===== src/rtl/tcp_pkg.sv =====
package tcp_pkg;
  typedef enum logic [2:0] {
    ST_IDLE, ST_CALC, ST_SRD, ST_SRW, ST_DRD, ST_DRW, ST_WR, ST_NEXT
  } tcp_state_e;

  typedef enum logic {
    MODE_DECODE = 1'b0,
    MODE_ENCODE = 1'b1
  } tcp_mode_e;

  localparam int unsigned WORD_W = 32;
endpackage


===== src/rtl/tcp_bpp_decode.sv =====
module tcp_bpp_decode #(
  parameter int AW   = 32,
  parameter int DW   = 16,
  parameter int QMAX = 17
) (
  input  logic [AW-1:0] pitch_i,
  input  logic [DW-1:0] width_i,
  output logic          ok_o,
  output logic [2:0]    lg_o
);
  localparam int PW = AW + DW + 6;

  logic [QMAX-1:0] ge;
  logic [4:0]      q;

  // quotient by thermometer: count k with width*k <= pitch
  for (genvar k = 1; k <= QMAX; k++) begin : g_cmp
    assign ge[k-1] = (PW'(width_i) * PW'(k)) <= PW'(pitch_i);
  end

  always_comb begin
    q    = 5'($countones(ge));
    ok_o = 1'b1;
    lg_o = 3'd0;
    case (q)
      5'd1:    lg_o = 3'd0;
      5'd2:    lg_o = 3'd1;
      5'd4:    lg_o = 3'd2;
      5'd8:    lg_o = 3'd3;
      5'd16:   lg_o = 3'd4;
      default: ok_o = 1'b0;
    endcase
  end
endmodule


===== src/rtl/tcp_addr_gen.sv =====
module tcp_addr_gen #(
  parameter int AW = 32,
  parameter int DW = 16,
  localparam int WA = AW - 2
) (
  input  logic [DW-1:0] row_i,
  input  logic [DW-1:0] col_i,
  input  logic [AW-1:0] pitch_i,
  input  logic [2:0]    lg_i,
  input  logic [AW-1:0] base_i,
  input  logic [AW-1:0] offs_i,
  input  logic [AW-1:0] size_i,
  output logic [AW-1:0] xlat_addr_o,
  input  logic [AW-1:0] xlat_addr_i,
  output logic          skip_o,
  output logic [WA-1:0] lin_word_o,
  output logic [1:0]    lin_lane_o,
  output logic [WA-1:0] til_word_o,
  output logic [1:0]    til_lane_o
);
  logic [AW-1:0] lin_off, til_off, region;
  logic [AW-1:0] lin_tex, til_tex;

  function automatic logic [AW-1:0] word_of(input logic [AW-1:0] tex, input logic [2:0] lg);
    if (lg >= 3'd2) return tex << (lg - 3'd2);
    return tex >> (3'd2 - lg);
  endfunction

  always_comb begin
    region      = base_i + offs_i;
    lin_off     = AW'(AW'(row_i) * pitch_i) + (AW'(col_i) << lg_i);
    xlat_addr_o = region + lin_off;
    til_off     = xlat_addr_i - region;
    skip_o      = til_off >= size_i;
    lin_tex     = lin_off >> lg_i;
    til_tex     = til_off >> lg_i;
    lin_word_o  = WA'(word_of(lin_tex, lg_i));
    til_word_o  = WA'(word_of(til_tex, lg_i));
    lin_lane_o  = 2'(lin_tex << lg_i);
    til_lane_o  = 2'(til_tex << lg_i);
  end
endmodule


===== src/rtl/tcp_lane_merge.sv =====
module tcp_lane_merge (
  input  logic [31:0] src_word_i,
  input  logic [1:0]  src_lane_i,
  input  logic [31:0] dst_word_i,
  input  logic [1:0]  dst_lane_i,
  input  logic        half_i,
  output logic [31:0] merged_o
);
  logic [31:0] field, fmask, dmask;

  always_comb begin
    fmask    = half_i ? 32'h0000_ffff : 32'h0000_00ff;
    field    = (src_word_i >> {src_lane_i, 3'b000}) & fmask;
    dmask    = fmask << {dst_lane_i, 3'b000};
    merged_o = (dst_word_i & ~dmask) | ((field << {dst_lane_i, 3'b000}) & dmask);
  end
endmodule


===== src/rtl/tile_copy_engine.sv =====
module tile_copy_engine
  import tcp_pkg::*;
#(
  parameter int AW = 32,
  parameter int DW = 16,
  localparam int WA = AW - 2
) (
  input  logic          clk_i,
  input  logic          rst_ni,
  input  logic          start_i,
  input  logic          mode_i,
  input  logic [DW-1:0] width_i,
  input  logic [DW-1:0] height_i,
  input  logic [AW-1:0] pitch_i,
  input  logic [AW-1:0] tile_base_i,
  input  logic [AW-1:0] tile_offs_i,
  input  logic [AW-1:0] tile_size_i,
  output logic          busy_o,
  output logic          done_o,
  output logic [AW-1:0] xlat_addr_o,
  input  logic [AW-1:0] xlat_addr_i,
  output logic          tmem_req_valid_o,
  input  logic          tmem_req_ready_i,
  output logic          tmem_req_we_o,
  output logic [WA-1:0] tmem_req_addr_o,
  output logic [31:0]   tmem_req_wdata_o,
  input  logic          tmem_rsp_valid_i,
  input  logic [31:0]   tmem_rsp_data_i,
  output logic          lmem_req_valid_o,
  input  logic          lmem_req_ready_i,
  output logic          lmem_req_we_o,
  output logic [WA-1:0] lmem_req_addr_o,
  output logic [31:0]   lmem_req_wdata_o,
  input  logic          lmem_rsp_valid_i,
  input  logic [31:0]   lmem_rsp_data_i
);
  tcp_state_e    state_q;
  tcp_mode_e     mode_q;
  logic [DW-1:0] width_q, height_q, row_q, col_q;
  logic [AW-1:0] pitch_q, base_q, offs_q, size_q;
  logic [1:0]    beat_q, last_beat, src_lane_q, dst_lane_q;
  logic [WA-1:0] src_word_q, dst_word_q;
  logic [31:0]   data_q, wdata_q, merged;
  logic          done_q;

  logic          size_ok, skip, sub;
  logic [2:0]    lg;
  logic [WA-1:0] lin_word, til_word;
  logic [1:0]    lin_lane, til_lane;

  logic          req_til, req_valid, req_we, req_ready, rsp_valid;
  logic [WA-1:0] req_addr;
  logic [31:0]   rsp_data;

  tcp_bpp_decode #(.AW(AW), .DW(DW)) u_bpp (
    .pitch_i(pitch_q), .width_i(width_q), .ok_o(size_ok), .lg_o(lg)
  );

  tcp_addr_gen #(.AW(AW), .DW(DW)) u_addr (
    .row_i(row_q), .col_i(col_q), .pitch_i(pitch_q), .lg_i(lg),
    .base_i(base_q), .offs_i(offs_q), .size_i(size_q),
    .xlat_addr_o(xlat_addr_o), .xlat_addr_i(xlat_addr_i), .skip_o(skip),
    .lin_word_o(lin_word), .lin_lane_o(lin_lane),
    .til_word_o(til_word), .til_lane_o(til_lane)
  );

  tcp_lane_merge u_merge (
    .src_word_i(data_q), .src_lane_i(src_lane_q),
    .dst_word_i(rsp_data), .dst_lane_i(dst_lane_q),
    .half_i(lg[0]), .merged_o(merged)
  );

  always_comb begin
    sub       = lg < 3'd2;
    last_beat = (lg == 3'd4) ? 2'd3 : (lg == 3'd3) ? 2'd1 : 2'd0;
    // source side is tiled in decode, linear in encode
    req_til   = (state_q == ST_SRD || state_q == ST_SRW) ? (mode_q == MODE_DECODE)
                                                         : (mode_q == MODE_ENCODE);
    req_valid = state_q inside {ST_SRD, ST_DRD, ST_WR};
    req_we    = state_q == ST_WR;
    case (state_q)
      ST_SRD:  req_addr = src_word_q + WA'(beat_q);
      ST_WR:   req_addr = dst_word_q + WA'(beat_q);
      default: req_addr = dst_word_q;
    endcase
    req_ready = req_til ? tmem_req_ready_i : lmem_req_ready_i;
    rsp_valid = req_til ? tmem_rsp_valid_i : lmem_rsp_valid_i;
    rsp_data  = req_til ? tmem_rsp_data_i  : lmem_rsp_data_i;
  end

  assign tmem_req_valid_o = req_valid & req_til;
  assign lmem_req_valid_o = req_valid & ~req_til;
  assign tmem_req_we_o    = req_we;
  assign lmem_req_we_o    = req_we;
  assign tmem_req_addr_o  = req_addr;
  assign lmem_req_addr_o  = req_addr;
  assign tmem_req_wdata_o = wdata_q;
  assign lmem_req_wdata_o = wdata_q;
  assign busy_o           = state_q != ST_IDLE;
  assign done_o           = done_q;

  always_ff @(posedge clk_i or negedge rst_ni) begin
    if (!rst_ni) begin
      state_q    <= ST_IDLE;
      mode_q     <= MODE_DECODE;
      width_q    <= '0;
      height_q   <= '0;
      pitch_q    <= '0;
      base_q     <= '0;
      offs_q     <= '0;
      size_q     <= '0;
      row_q      <= '0;
      col_q      <= '0;
      beat_q     <= '0;
      src_word_q <= '0;
      dst_word_q <= '0;
      src_lane_q <= '0;
      dst_lane_q <= '0;
      data_q     <= '0;
      wdata_q    <= '0;
      done_q     <= 1'b0;
    end else begin
      done_q <= 1'b0;
      case (state_q)
        ST_IDLE: if (start_i) begin
          mode_q   <= tcp_mode_e'(mode_i);
          width_q  <= width_i;
          height_q <= height_i;
          pitch_q  <= pitch_i;
          base_q   <= tile_base_i;
          offs_q   <= tile_offs_i;
          size_q   <= tile_size_i;
          row_q    <= '0;
          col_q    <= '0;
          if (width_i == '0 || height_i == '0) done_q  <= 1'b1;
          else                                 state_q <= ST_CALC;
        end
        ST_CALC: begin
          if (skip || !size_ok) begin
            state_q <= ST_NEXT;
          end else begin
            src_word_q <= (mode_q == MODE_ENCODE) ? lin_word : til_word;
            dst_word_q <= (mode_q == MODE_ENCODE) ? til_word : lin_word;
            src_lane_q <= (mode_q == MODE_ENCODE) ? lin_lane : til_lane;
            dst_lane_q <= (mode_q == MODE_ENCODE) ? til_lane : lin_lane;
            beat_q     <= '0;
            state_q    <= ST_SRD;
          end
        end
        ST_SRD: if (req_ready) state_q <= ST_SRW;
        ST_SRW: if (rsp_valid) begin
          data_q  <= rsp_data;
          wdata_q <= rsp_data;
          state_q <= sub ? ST_DRD : ST_WR;
        end
        ST_DRD: if (req_ready) state_q <= ST_DRW;
        ST_DRW: if (rsp_valid) begin
          wdata_q <= merged;
          state_q <= ST_WR;
        end
        ST_WR: if (req_ready) begin
          if (beat_q == last_beat) begin
            state_q <= ST_NEXT;
          end else begin
            beat_q  <= beat_q + 2'd1;
            state_q <= ST_SRD;
          end
        end
        ST_NEXT: begin
          if (col_q == width_q - DW'(1)) begin
            col_q <= '0;
            if (row_q == height_q - DW'(1)) begin
              done_q  <= 1'b1;
              state_q <= ST_IDLE;
            end else begin
              row_q   <= row_q + DW'(1);
              state_q <= ST_CALC;
            end
          end else begin
            col_q   <= col_q + DW'(1);
            state_q <= ST_CALC;
          end
        end
        default: state_q <= ST_IDLE;
      endcase
    end
  end
endmodule


===== config.mk =====
export PLATFORM = sky130hd
export DESIGN_NAME = tile_copy_engine
export DESIGN_NICKNAME = d
export VERILOG_FILES = /design/src/rtl/tcp_pkg.sv /design/src/rtl/tcp_bpp_decode.sv /design/src/rtl/tcp_addr_gen.sv /design/src/rtl/tcp_lane_merge.sv /design/src/rtl/tile_copy_engine.sv
export SDC_FILE = /design/constraint.sdc
export NUM_CORES = 2
export LEC_CHECK = 0
export ABC_AREA = 1
export ABC_CLOCK_PERIOD_IN_PS = 16800
export BUFFER_PORTS_ARGS = -buffer_cell sky130_fd_sc_hd__buf_2
export CAP_MARGIN = 10
export CORE_ASPECT_RATIO = 0.7
export CORE_MARGIN = 1.5
export CORE_UTILIZATION = 50
export DETAILED_ROUTE_END_ITERATION = 16
export PLACE_DENSITY_LB_ADDON = 0.05
export SYNTH_ARGS = -nofsm -noshare
export SYNTH_HDL_FRONTEND = slang
export SYNTH_HIERARCHICAL = 1
export SYNTH_SLANG_ARGS = --single-unit

===== constraint.sdc =====
create_clock -name clk_i -period 16.8 [get_ports clk_i]
set_clock_uncertainty 0.05 [all_clocks]
set_input_delay 3.36 -clock clk_i [delete_from_list [all_inputs] [get_ports clk_i]]
set_output_delay 3.36 -clock clk_i [all_outputs]
set_load 0.1 [all_outputs]

# [After elaboration in Yosys (flattened, before gate mapping)]
# Index checks and enable logic that the tools add are counted.
[classes] n_addsub=29 mul=13 div_mod_pow=0 magnitude_cmp=20 eq_ne=28 shift=12 mux=50 bitwise_logic=10 n_reduce_logical=21
[ops] cell="$le 20x32->1" n=8
[ops] cell="$mux 30" n=6
[ops] cell="$le 19x32->1" n=4
[ops] cell="$add 32x32->32" n=3
[ops] cell="$and 32x32->32" n=3
[ops] cell="$mux 32" n=3
[ops] cell="$mul 16x4->20 const B" n=4
[ops] cell="$mux 16" n=5
[ops] cell="$mul 16x3->19 const B" n=4
[ops] cell="$le 18x32->1" n=2
[ops] cell="$pmux 16 s2" n=2
[ops] cell="$pmux 32 s2" n=1
[ops] cell="$shl 32x3->2" n=2
[ops] cell="$shl 32x3->30" n=2
[ops] cell="$shl 32x5->32" n=2
[ops] cell="$shr 32x3->30" n=2
[ops] cell="$shr 32x3->32" n=2
[ops] cell="$add 30x2->30" n=2
[ops] cell="$pmux 30 s2" n=1
[ops] cell="$mul 16x2->18 const B" n=3
[ops] cell="$add 5x5->5" n=7
[ops] cell="$add 16x1->16 const B" n=2
[ops] cell="$eq 16x16->1" n=2
[ops] cell="$ge 32x32->1" n=1
[ops] cell="other kinds (49)" n=110
[word_totals] reg_bits=327 latchBits=0 mem_bits_rw=0 mem_bits_ro=0 in_bits=264 n_memories=0

# [Logic depth before layout (Yosys ltp)]
[depth] word_depth=16 mapped_depth=78 depth_no_buf=76

# [Cells and area by module]
# Netlist, hierarchy kept.
[by_module_without_submodules] module="tcp_addr_gen" n_inst=1 cells_per_inst=4196 area_each_um2=25902.3 seq_area_each_um2=0.0
[by_module_without_submodules] module="tile_copy_engine" n_inst=1 cells_per_inst=2494 area_each_um2=18094.9 seq_area_each_um2=8182.8
[by_module_without_submodules] module="tcp_bpp_decode" n_inst=1 cells_per_inst=2318 area_each_um2=15572.4 seq_area_each_um2=0.0
[by_module_without_submodules] module="tcp_lane_merge" n_inst=1 cells_per_inst=267 area_each_um2=1153.6 seq_area_each_um2=0.0

# [Worst setup path after synthesis]
# No wires, ideal clock.
[synth_timing] kind="flip-flop to output port" from="register width_q[4]" to="output port xlat_addr_o[28]" arrival_time_ns=14.540 required_time_ns=13.390 setup_slack_ns=-1.150 path_stages_with_launch=64 path_buffers=5 cell_sequence="dfrtp_1 fa_1 ha_1 a21oi_1 nand2_1 nand2_1 nand2_1 nand3_1 nand2_1 xor2_1 ha_1 nand2_1 nor3_1 nand4_1 nor2_1 a21oi_1 fa_1 inv_1 [... 28 more ...] inv_1 ha_1 a21oi_1 o21ai_1 a21oi_2 nand2_1 a21boi_1 inv_1 nand2_1 nand2_1 ha_1 nand2_1 nor2_1 a221oi_1 nand3_1 nand4_1 nand2_1 xnor2_1"
[synth_between] elab_chain_cells=12 word_cells_on_any_way=53 cone_classes="add/sub (18); mul (12); order compare (17); eq/ne (4); shift (1); mux (1)"
[synth_rtl] element="start, declared" line="tile_copy_engine.sv:39" source="logic [DW-1:0] width_q, height_q, row_q, col_q;"
[synth_rtl] element="start signal, assigned" line="tile_copy_engine.sv:127" source="width_q <= width_i;"
[synth_rtl] element="$mul 16x2->18, or another cell as far along" line="tcp_bpp_decode.sv:18" source="assign ge[k-1] = (PW'(width_i) * PW'(k)) <= PW'(pitch_i);"
[synth_rtl] element="$le 18x32->1, or another cell as far along" line="tcp_bpp_decode.sv:18"
[synth_rtl] element="$add 1x1->2 (implied by the code)" line="tcp_bpp_decode.sv:22" source="q = 5'($countones(ge));"
[synth_rtl] element="$add 5x5->5 (implied by the code) (3 in series)" line="tcp_bpp_decode.sv:22"
[synth_rtl] element="$add 5x1->5 (implied by the code) *" line="tcp_bpp_decode.sv:22"
[synth_rtl] element="$eq 5x5->1, or another cell as far along" line="tcp_bpp_decode.sv:25" source="case (q)"
[synth_rtl] element="$pmux 3 s4 *" line="tcp_bpp_decode.sv:25"
[synth_rtl] element="net lg[1]" line="tile_copy_engine.sv:47" source="logic [2:0] lg;"
[synth_rtl] element="$shl 16x3->32 *" line="tcp_addr_gen.sv:31" source="lin_off = AW'(AW'(row_i) * pitch_i) + (AW'(col_i) << lg_i);"
[synth_rtl] element="$add 32x32->32 *" line="tcp_addr_gen.sv:31"
[synth_rtl] element="$add 32x32->32 *" line="tcp_addr_gen.sv:32" source="xlat_addr_o = region + lin_off;"
[synth_rtl] element="end, declared" line="tile_copy_engine.sv:20" source="output logic [AW-1:0] xlat_addr_o,"
# Mark *: on every way through the listed nets, which the timed path passes. The rest lies on a longest branch.

# [Final worst setup path]
[layout_timing] from="register width_q[0]" to="output port xlat_addr_o[30]"
# The elaborated chain is that of the path after synthesis.

==> metrics.md <==
| Metric | Value |
|---|---|
| Status | `finished with violations` |
| Failing checks | `setup timing` |
| Seq cells post-synth | `327` |
| Synthesized Nets | `10,600` |
| Clk Latency, worst-skew pair | `0.64 ns` |
| Crit-path max cell delay | `0.59 ns` |
| DR DRC count | `0` |
| Die Span Y | `295 um` |
| DR vias | `66,200` |
| Ys flop type | `dfrtp_1` |
| Aggregate global routing overflow | `0` |
| FFs w/ async S/R, synth | `100%` |
| Largest net degree at the start of global routing | `127` |
| CTS Sinks | `327` |
| Reg2reg path depth | `91` |
| Full die area | `124,000 sq um` |
| Headroom to the max-slew limit | `19.7%` |
| Fmax | `59.0 MHz` |
| Root Buffer | `clkbuf_16` |
| CTS tree | `yes` |
| Number of distinct library cells after synthesis | `71` |
| Reg-to-Reg End | `src_word_q[23]` |
| Mapped Avg Cell Area | `6.55 sq um` |
| Area grow syn2layout | `19.9%` |
| Worst-Margin Slew | `1.20 ns` |
| Clock-pin slew on the worst setup and hold paths | `0.06 ns` |
| Max-slew violations | `0` |
| Commonest cells post-synth | `2,696 x nand2_1, 1,325 x inv_1, 1,087 x nand3_1` |
| Hold Path Class | `reg -> reg` |
| Setup CP Type | `reg -> out` |
| CP Capture Point | `xlat_addr_o[30]` |
| Xor/xnor cell area share of the yosys netlist | `3.48%` |
| Remaining antenna violation count | `0` |
| Top cell type's share of synthesized area | `16.7%` |
| Top-count cell post-synth | `nand2_1` |
| Worst EP required | `13.39 ns` |
| Die X | `420 um` |
| RSZ-0062 raised after global routing | `true` |
| Placer Congestion | `1.01` |
| Crit. Startpoint | `width_q[0]` |
| Endpoints failing setup | `10` |
| Drt wl/cell | `20.6 um` |
| TNS Setup | `-0.766 ns` |
| Post-synthesis simple-gate area fraction | `33.8%` |
| Core Region | `120,000 sq um` |
| Final worst slack | `-0.156 ns` |
| Layout cells sized above 1 | `18.0%` |
| Synth Area in Adders | `27.5%` |
| Leading area contributor after synthesis | `nand2_1` |
| Boundary pin count | `426` |
| Via-to-Cell Ratio | `5.70` |
| Synth Cell Area | `60,700 sq um` |
| Pwr dens | `28.0 nW/um^2` |
| Post-Syn Instances | `9,275` |
| First-pass GRT wire length | `358,000 um` |
| Final WL | `240,000 um` |
| Final Util | `60.7%` |
| Ys Warns | `6` |
| Post-synth EDFFs | `0` |
| Row cnt | `106` |
| Final period utilization | `101%` |
| Vias in the first global route | `61,000` |
| Fin crit period | `16.96 ns` |
| Drt first pass iters | `6` |
| Slowest stage cell, crit path | `fa_1` |
| 1st-iter DRT viols | `7,211` |
| Crit start category | `flip-flop` |
| Input/output buffers | `425` |
| DP HPWL | `188,000 um` |
| Reg2reg start | `width_q[0]` |
| CP Max Fanout | `5` |
| MaxCap Viol Count | `0` |
| CTS H-tree lvls | `2` |
| Fin. Hold Viols | `0` |
| NumNets Final | `11,300` |
| Maximum vdd drop | `0.0000748 V` |
| Compound-Gate Fraction of Synth Area | `10.3%` |
| Total track usage | `37.6%` |
| Antenna violations before repair | `12` |
| Most frequent cell on the critical path | `fa_1` |
| Initial Util | `50.6%` |
| Main combinational cell family by area after synthesis | `simple AND/OR/NAND/NOR gates` |
| Pleak | `0.0388 uW` |
| Hold slack | `0.432 ns` |
| Worst setup EP type | `output pin` |
| Post-synthesis sequential area ratio | `13.5%` |
| Reg2reg setup slack | `0.54 ns` |
| Hold_buf cts | `0` |
| Num CTS Buffers | `41` |
| Top cells by area, synth | `nand2_1 17%, ha_1 14%, fa_1 14%` |
| Clock tree buffer depth | `3` |
| Post-synthesis mux area share | `0.115%` |
| Arrival time worst endpoint | `13.55 ns` |
[cells by family after synthesis]
kind of cell             Yosys count
AO/OA/AOI/OAI                   1104
XOR/XNOR                         237
adder cells (fa/ha/maj)         1085
buffers and inverters           1739
flip-flops                       327
multiplexers                       7
AND/OR/NAND/NOR                 4776
[worst max-delay path, delay by kind of cell (launching register included)]
kind	cells	cell delay, ns
XOR/XNOR	2	0.32
AND/OR/NAND/NOR	22	2.18
multiplexers	1	0.18
flip-flops	1	0.42
adder cells (fa/ha/maj)	17	6.74
AO/OA/AOI/OAI	7	1.29
buffers and inverters	16	1.74
[metrics by stage]
stage          area (sq um)  total power [uW]  worst slack [ns]  cells
5_1_grt               72800              2110            -0.678  11600
3_5_place_dp          67400              1080            -0.221  11400
6_report              72800              2040            -0.156  11600
2_1_floorplan         61000               966           -0.0183   9275
3_3_place_gp          67400              1070           -0.0261  11400
4_1_cts               70500              2040           0.00477  11600
[registers in the layout, indices dropped and copies added (netlist names)]
| signal | count |
|---|---|
| dst_lane_q | 2 |
| size_q | 32 |
| mode_q | 1 |
| lmem_req_wdata_o | 32 |
| dst_word_q | 30 |
| state_q | 3 |
| height_q | 16 |
| offs_q | 32 |
| pitch_q | 32 |
| width_q | 16 |
| beat_q | 2 |
| col_q | 16 |
| data_q | 32 |
| done_o | 1 |
| base_q | 32 |
| src_word_q | 30 |
| row_q | 16 |
| src_lane_q | 2 |
[layer usage]
| layer | vias to the layer above | GRT usage, % | routed length, um |
|---|---|---|---|
| met2 | 3246 | 53.9 | 97800 |
| met3 | 359 | 8.37 | 25900 |
| met4 | 2 | 10.5 | 7170 |
| li1 | 31100 | - | - |
| met5 | - | 0 | 18 |
| met1 | 31400 | 55.9 | 109000 |
[worst min path at each step]
stage / startpoint / endpoint / slack [ns] / depth (start not counted)
6_report: size_q[7] / size_q[7] / 0.43 / 2
3_5_place_dp: size_q[12] / size_q[12] / 0.42 / 2
3_3_place_gp: size_q[26] / size_q[26] / 0.42 / 2
2_1_floorplan: size_q[10] / size_q[10] / 0.40 / 2
5_1_grt: size_q[29] / size_q[29] / 0.45 / 2
4_1_cts: size_q[7] / size_q[7] / 0.43 / 2
[placed cells by master (no fill, tap or decap), types with 52 or more instances in the layout]
| cell type | count |
|---|---|
| nor3_1 | 55 |
| o21ai_0 | 275 |
| buf_4 | 554 |
| nand3_1 | 1020 |
| fa_1 | 406 |
| nand4_1 | 125 |
| ha_4 | 52 |
| dfrtp_1 | 309 |
| buf_2 | 397 |
| nor2_1 | 548 |
| xor2_1 | 152 |
| a21oi_1 | 331 |
| nand2_1 | 2587 |
| nand3_2 | 66 |
| a31oi_1 | 64 |
| inv_1 | 1292 |
| ha_1 | 612 |
| nand2_2 | 120 |
| o21ai_1 | 110 |
[area by class of cell]
cell class                 instances  area [sq um]
antenna                            6          15.0
multi-input combinational       7210         48700
sequential                       327          8210
clock buffer                      51          1110
tap                             1620          2030
timing repair inverter             2          17.5
timing repair buffer            1024          7310
clock inverter                    25           327
inverter                        1352          5110
fill                           11500         47100
[report_power, final]
part	switching (uW)	internal, uW	total (uW)
combinational	190	81.8	272
sequential	6.10	794	800
clock	409	558	967
[repair_timing]
item                       in CTS  in global routing
gates cloned                    1                  3
pin swaps                      91                193
gates resized for setup       260                402
setup endpoints to repair      24                 65
buffers inserted               69                 59
No activity file was read; power rests on OpenSTA's default activity.
